`src/rtl/dp_supercluster.sv`:
```
module dp_supercluster #(
  parameter int NCL    = 4,
  parameter int NBLE   = 4,
  parameter int K      = 4,
  parameter int NIN    = 8,
  parameter int NCHAIN = 2
) (
  input  logic                   clk,
  input  logic                   rst,
  input  logic                   cfg_en,
  input  logic                   cfg_din,
  output logic                   cfg_dout,
  input  logic [NCL*NIN-1:0]     clu_in,
  input  logic [NCHAIN-1:0]      cy_in,
  output logic [NCL*NBLE-1:0]    ble_out,
  output logic [NCHAIN-1:0]      cy_out
);
  localparam int NSRC  = NIN + NBLE + NCHAIN;
  localparam int SW    = $clog2(NSRC + 1);
  localparam int TW    = 1 << K;
  localparam int BSW   = (NBLE > 1) ? $clog2(NBLE) : 1;
  localparam int BLE_W = TW + K*SW + 1;
  localparam int CL_W  = NBLE*BLE_W + NCHAIN*BSW;
  localparam int CFG_W = NCL*CL_W;

  logic [CFG_W-1:0] cfg_q;

  always_ff @(posedge clk)
    if (rst)         cfg_q <= '0;
    else if (cfg_en) cfg_q <= {cfg_q[CFG_W-2:0], cfg_din};

  assign cfg_dout = cfg_q[CFG_W-1];

  for (genvar k = 0; k < NCL; k++) begin : g_cl
    localparam int BASE = k*CL_W;
    logic [NCHAIN-1:0] ci, co;
    logic [NBLE-1:0]   q, lut;
    logic [NSRC-1:0]   src;

    if (k == 0) begin : g_head
      assign ci = cy_in;
    end else begin : g_link
      assign ci = g_cl[k-1].co;
    end

    assign src = {ci, q, clu_in[k*NIN +: NIN]};

    for (genvar j = 0; j < NBLE; j++) begin : g_ble
      localparam int B = BASE + j*BLE_W;
      logic [TW-1:0] tt;
      logic [K-1:0]  li;
      logic          reg_mode, qb;

      assign tt       = cfg_q[B +: TW];
      assign reg_mode = cfg_q[B + TW + K*SW];

      for (genvar i = 0; i < K; i++) begin : g_pin
        logic [SW-1:0] s;
        assign s     = cfg_q[B + TW + i*SW +: SW];
        assign li[i] = (int'(s) < NSRC) ? src[s] : 1'b0;
      end

      assign lut[j] = tt[li];

      always_ff @(posedge clk)
        if (rst || cfg_en) qb <= 1'b0;
        else               qb <= lut[j];

      assign q[j] = qb;
      assign ble_out[k*NBLE + j] = cfg_en ? 1'b0 : (reg_mode ? qb : lut[j]);
    end

    for (genvar c = 0; c < NCHAIN; c++) begin : g_cy
      logic [BSW-1:0] cs;
      assign cs    = cfg_q[BASE + NBLE*BLE_W + c*BSW +: BSW];
      assign co[c] = cfg_en ? 1'b0 : lut[cs];
    end
  end

  assign cy_out = g_cl[NCL-1].co;
endmodule

```
`config.mk`:
```
export PLATFORM = sky130hd
export DESIGN_NAME = dp_supercluster
export DESIGN_NICKNAME = d
export VERILOG_FILES = /design/src/rtl/dp_supercluster.sv
export SDC_FILE = /design/constraint.sdc
export NUM_CORES = 1
export LEC_CHECK = 0
export ABC_CLOCK_PERIOD_IN_PS = 21900
export CAP_MARGIN = 10
export CORE_ASPECT_RATIO = 0.7
export CORE_MARGIN = 5
export CORE_UTILIZATION = 40
export CTS_BUF_LIST = sky130_fd_sc_hd__clkbuf_4 sky130_fd_sc_hd__clkbuf_8
export CTS_CLUSTER_SIZE = 8
export DETAILED_ROUTE_END_ITERATION = 6
export GPL_ROUTABILITY_DRIVEN = 0
export HOLD_SLACK_MARGIN = 0.08
export PLACE_DENSITY = 0.54
export SYNTH_ARGS = -nofsm -noshare
export SYNTH_HDL_FRONTEND = slang
export SYNTH_SLANG_ARGS = --single-unit
export TNS_END_PERCENT = 30
```
`constraint.sdc`:
```
create_clock -name clk -period 21.9 [get_ports clk]
set_input_delay 2.19 -clock clk [delete_from_list [all_inputs] [get_ports clk]]
set_output_delay 2.19 -clock clk [all_outputs]
set_load 0.05 [all_outputs]
```
==> Word level (Yosys, flattened, before mapping) <==
Index checks and enable logic that the tools add are counted.
{ "op_classes": {"order_cmp": 152, "n_mux": 280, "n_reduce_logical": 1} }
{ "op_table": {"columns": ["operator", "count"], "rows": [
  ["less-than comparator 4 x 5 -> 1 bit (second input constant)", 80],
  ["binary-select mux 1 bit (select 4 bit)", 80],
  ["less-than comparator 4 bit (second input constant)", 64],
  ["2-to-1 mux 1 bit", 192],
  ["less-than comparator 2 x 3 -> 1 bit (second input constant)", 8],
  ["binary-select mux 1 bit (select 2 bit)", 8],
  ["logical OR 1 bit", 1]
]} }
{ "totals": {"reg_bits": 560, "in_bits": 38, "out_inout_bits": 19, "wordCells": 450} }

==> Longest topological paths before layout <==
{ "depth": {"ltp_word": 32, "mapped_depth": 33, "depth_no_buf": 28} }

==> Worst setup path after synthesis <==
OpenSTA, ideal clock, no wires.
{ "synth_timing": {"path_type": "input-to-output", "startpoint": "input cy_in[1]", "endpoint": "output ble_out[13]", "arrival_time_ns": 10.270, "t_required_ns": 19.710, "setup_slack_ns": 9.440, "path_stages": 28, "n_path_buf": 2, "path_cell_list": "mux2_2 a211oi_4 mux2_2 a2111o_1 a41oi_2 a21oi_1 buf_6 o31ai_4 o32ai_1 a21o_2 mux4_2 nor3b_1 nor4_2 buf_6 or4_1 o311ai_4 mux4_2 mux2_2 a2bb2oi_1 a21oi_2 a31oi_2 mux2_2 o21a_1 a2111oi_0 a311oi_1 a22o_1 nor3_1 nor3_1"} }
{ "synth_between": {"elab_chain_len": 31, "word_cells_on_any_way": 202, "classes_between": "mux (202)"} }
{ "synth_lines": {"columns": ["item", "line", "text"], "rows": [
  ["start, declared", "14", "input logic [NCHAIN-1:0] cy_in,"],
  ["binary-select mux 1 bit (select 4 bit)", "60", "assign li[i] = (int'(s) < NSRC) ? src[s] : 1'b0;"],
  ["2-to-1 mux 1 bit (not written as such)", "60", null],
  ["2-to-1 mux 1 bit", "60", null],
  ["binary-select mux 1 bit (select 4 bit)", "63", "assign lut[j] = tt[li];"],
  ["2-to-1 mux 1 bit (not written as such)", "63", null],
  ["binary-select mux 1 bit (select 2 bit)", "76", "assign co[c] = cfg_en ? 1'b0 : lut[cs];"],
  ["2-to-1 mux 1 bit (not written as such)", "76", null],
  ["2-to-1 mux 1 bit", "76", null],
  ["(+14 left out)", null, null],
  ["2-to-1 mux 1 bit (not written as such)", "76", null],
  ["2-to-1 mux 1 bit", "76", null],
  ["binary-select mux 1 bit (select 4 bit)", "60", null],
  ["2-to-1 mux 1 bit (not written as such)", "60", null],
  ["2-to-1 mux 1 bit", "60", null],
  ["binary-select mux 1 bit (select 4 bit) (*)", "63", null],
  ["2-to-1 mux 1 bit (not written as such) (*)", "63", null],
  ["2-to-1 mux 1 bit (*) (2 in a row)", "70", "assign ble_out[k*NBLE + j] = cfg_en ? 1'b0 : (reg_mode ? qb : lut[j]);"],
  ["end, declared", "15", "output logic [NCL*NBLE-1:0] ble_out,"]
]} }
Every way passes the cells marked *; elsewhere a longest branch is shown, timed or not. The select of a mux whose other input is x is not followed.

==> Worst setup path after layout <==
{ "layout_timing": {"startpoint": "input clu_in[1]", "endpoint": "output cy_out[0]"} }
{ "layout_between": {"elab_chain_len": 32, "word_cells_on_any_way": 245, "classes_between": "mux (245)"} }
{ "layout_lines": {"columns": ["item", "line", "text"], "rows": [
  ["start, declared", "13", "input logic [NCL*NIN-1:0] clu_in,"],
  ["binary-select mux 1 bit (select 4 bit)", "60", null],
  ["2-to-1 mux 1 bit (not written as such)", "60", null],
  ["2-to-1 mux 1 bit", "60", null],
  ["binary-select mux 1 bit (select 4 bit)", "63", null],
  ["2-to-1 mux 1 bit (not written as such)", "63", null],
  ["binary-select mux 1 bit (select 2 bit)", "76", null],
  ["2-to-1 mux 1 bit (not written as such)", "76", null],
  ["2-to-1 mux 1 bit", "76", null],
  ["(+16 left out)", null, null],
  ["binary-select mux 1 bit (select 4 bit)", "60", null],
  ["2-to-1 mux 1 bit (not written as such)", "60", null],
  ["2-to-1 mux 1 bit", "60", null],
  ["binary-select mux 1 bit (select 4 bit)", "63", null],
  ["2-to-1 mux 1 bit (not written as such)", "63", null],
  ["binary-select mux 1 bit (select 2 bit) (*)", "76", null],
  ["2-to-1 mux 1 bit (not written as such) (*)", "76", null],
  ["2-to-1 mux 1 bit (*)", "76", null],
  ["end, declared", "16", "output logic [NCHAIN-1:0] cy_out"]
]} }
Marks and branches as above.

==> flow_metrics.tcl <==
set metrics [dict create \
    status "completed" \
    clk_pin_slew_ns 0.07 \
    clock_latency_ns 0.72 \
    clockBufferDepth 3 \
    startpoint_type "primary input" \
    slew_violations 0 \
    post_cts_buffers 0 \
    fin_tns_setup_ns 0 \
    nets 3428 \
    cts_made_buffers 94 \
    power_mw 2.220 \
    yosysTopAreaCell "dfxtp_1" \
    period_share_pct 72.74 \
    netlist_area_um2 33010 \
    dieArea_um2 88470 \
    synth_cell_type_count 112 \
    nFillCells 7995 \
    placedCellCount 4374 \
    drcViolationCount 0 \
    start_util_pct 40.19 \
    routed-via-count 25820 \
    setup_viol_count_final 0 \
    syn2layout_area_growth_pct 9.323 \
    drt_iter0_drc 2393 \
    finalCriticalPeriod_ns 15.93 \
    grt_max_degree 131 \
    vias_per_cell 5.691 \
    cts-root-buf "clkbuf_8" \
    grt_pass1_wl_um 143100 \
    clock-sinks 560 \
    hold_viol_final 0 \
    worst_ep_required_time_ns 19.71 \
    layout-drive-gt1-share_pct 15.25 \
    die_w_um 353.4 \
    synthArstFlopShare_pct 0 \
    die_h_um 250.4 \
    cts-resized-gates 0 \
    synth.most_common_cell "mux2i_1" \
    cp_num_buf_inv 3 \
    wirelength_um 89220 \
    hold_class "reg -> reg" \
    overflow 0 \
    slowest_stage "a311oi_2" \
    ys_seq_elements 560 \
    grt_usage_pct 19.63 \
    synthCells 3478 \
    synth_enable_flop_cells 0 \
    cts_tree "yes" \
    place_ws_ns 6.331 \
    hpwl_um 57410 \
    yosys.area.top_type_share_pct 33.96 \
    ant_nets 0 \
    grt_pass1_vias 24000 \
    critPathMostFrequentCell "mux2i_1" \
    finish.cell_count_without_fillers 4537 \
    rows 88 \
    slew-limit-headroom_pct 22.48 \
    rsz0062_at_grt "no" \
    antenna_found_initial 3 \
    synthFlopType "dfxtp_1" \
    place.port_buffers 56 \
    fin_worst_skew_ns 0.03143 \
    cap_violations 0 \
    cp-end-kind "output port" \
    pwr_density_cell_nw_per_um2 61.50 \
    p_leak_nw 13.45 \
    yosysSeqAreaShare_pct 33.96 \
    ys_warn_count 0 \
    timing.final.ws_setup_ns 5.970 \
    tightest_slew_ns 1.163 \
    htree_levels 3 \
    wl_per_cell_um 19.66 \
    peakVddDrop_uv 47.90 \
    critPathTopFamily "compound AO/OA/AOI/OAI gates" \
    synth_nets 3516 \
    drtPass1Iterations 5 \
    max_stage_delay_ns 0.96 \
    ctsHoldBuffers 0 \
    synthTopCellsByArea "dfxtp_1, mux2i_1, mux4_2" \
    coreArea_um2 82140 \
    cp_data_arrival_time_ns 13.74 \
    crit_fanout 16 \
    worstSetupPathType "in -> out" \
    fmax_mhz 62.78 \
    pin_count 57 \
    postSynthAreaPerCell_um2 9.492 \
    synth_common_cells "mux2i_1, nor2_1, dfxtp_1" \
]
==> cells in the final DEF, fill, tap and decap left out, types with 16 or more instances in the layout <==
cell type          n
a21oi_1           92
a31oi_1           20
and2_1            16
buf_4             42
clkbuf_4          29
clkbuf_8         118
clkdlybuf4s50_1   54
dfxtp_1          560
inv_1             76
mux2_1            16
mux2_2            82
mux2i_1          704
mux4_2           137
nand2_1          111
nand2b_1          35
nand3_1           21
nand3b_1          19
nand4_1           18
nor2_1           679
nor2b_1           39
nor3_1            50
nor4_1            18
o2111ai_1         22
o211ai_1          30
o21ai_0           79
o311ai_0          21
o31ai_1           31
or2_2             19
==> where the power goes <==
part           internal (mW)  switching (mW)  leakage [nW]  total [mW]
Sequential              1.02         0.00408          4.51        1.02
Clock                  0.532           0.447          1.03       0.980
Combinational         0.0823           0.133          7.91       0.216
Total                   1.63           0.585          13.5        2.22
==> final cells by class <==
| type | instances | area, µm² | area share [%] |
|---|---|---|---|
| Clock inverter | 14 | 103.9 | 0.2877 |
| Sequential cell | 560 | 11210 | 31.06 |
| Timing Repair Buffer | 99 | 905.9 | 2.510 |
| Multi-Input combinational cell | 2556 | 20380 | 56.46 |
| Antenna cell | 2 | 5.005 | 0.01387 |
| Inverter | 79 | 296.5 | 0.8216 |
| Tap cell | 1080 | 1351 | 3.744 |
| Clock buffer | 147 | 1842 | 5.103 |
==> final timing paths <==
check | depth (start not counted) | slack (ns) | from | endpoint
max | 30 | 5.97 | clu_in[1] | cy_out[0]
min | 2 | 0.50 | cfg_q[311] | cfg_q[312]
max reg2reg | 26 | 11.52 | g_cl[0].g_ble[2].qb | g_cl[3].g_ble[2].qb
min reg2reg | 2 | 0.50 | cfg_q[311] | cfg_q[312]
==> sequential cells by signal (all words and copies together) (netlist names) <==
register,cells
cfg_q,544
g_cl.g_ble.qb,16
==> through the flow <==
stage          instance area, µm²  utilization [%]  hold WS [ns]
6_report                    36090            43.94        0.5036
5_1_grt                     36090            43.94        0.5464
4_1_cts                     36090            43.93        0.4978
3_5_place_dp                34140            41.57        0.5083
3_3_place_gp                34140            41.57        0.5010
2_1_floorplan               33010                -        0.4706
==> cells by family after synthesis <==
group                  Yosys count  share of synthesized area (%)
AND/OR/NAND/NOR               1110                          15.46
multiplexers                   941                          34.12
flip-flops                     560                          33.96
AO/OA/AOI/OAI                  505                          12.11
buffers and inverters          362                          4.351
==> routing by layer <==
| layer | GRT usage (%) | up-vias | part of all wire [%] |
|---|---|---|---|
| li1 | - | 12550 | - |
| met1 | 31.72 | 12490 | 53 |
| met2 | 26.14 | 660 | 39 |
| met3 | 4.120 | 117 | 6.2 |
| met4 | 4.318 | 0 | 1.8 |
| met5 | 0 | - | 0 |
==> worst register-to-register path, cell delays in order, from the launching register on <==
cell and delay [ns]:
dfxtp_1 0.91, mux4_2 0.39, mux2i_1 0.06, a21oi_1 0.59
mux2i_1 0.44, nor2_1 0.11, a2111oi_0 0.37, o21a_1 0.21
or2_0 0.61, mux2i_1 0.15, o21ai_0 0.63, o211ai_2 0.26
a311oi_2 0.96, or2_1 0.56, o32ai_1 0.19, o21a_1 0.31
or4b_4 0.58, a41oi_2 0.34, o21ai_2 0.19, a31oi_2 0.55
mux2i_1 0.15, a41oi_1 0.37, o41ai_1 0.14, or4_4 0.56
o22ai_2 0.37, or2_0 0.18, and2_1 0.13
(Power assumes the default switching activity.)
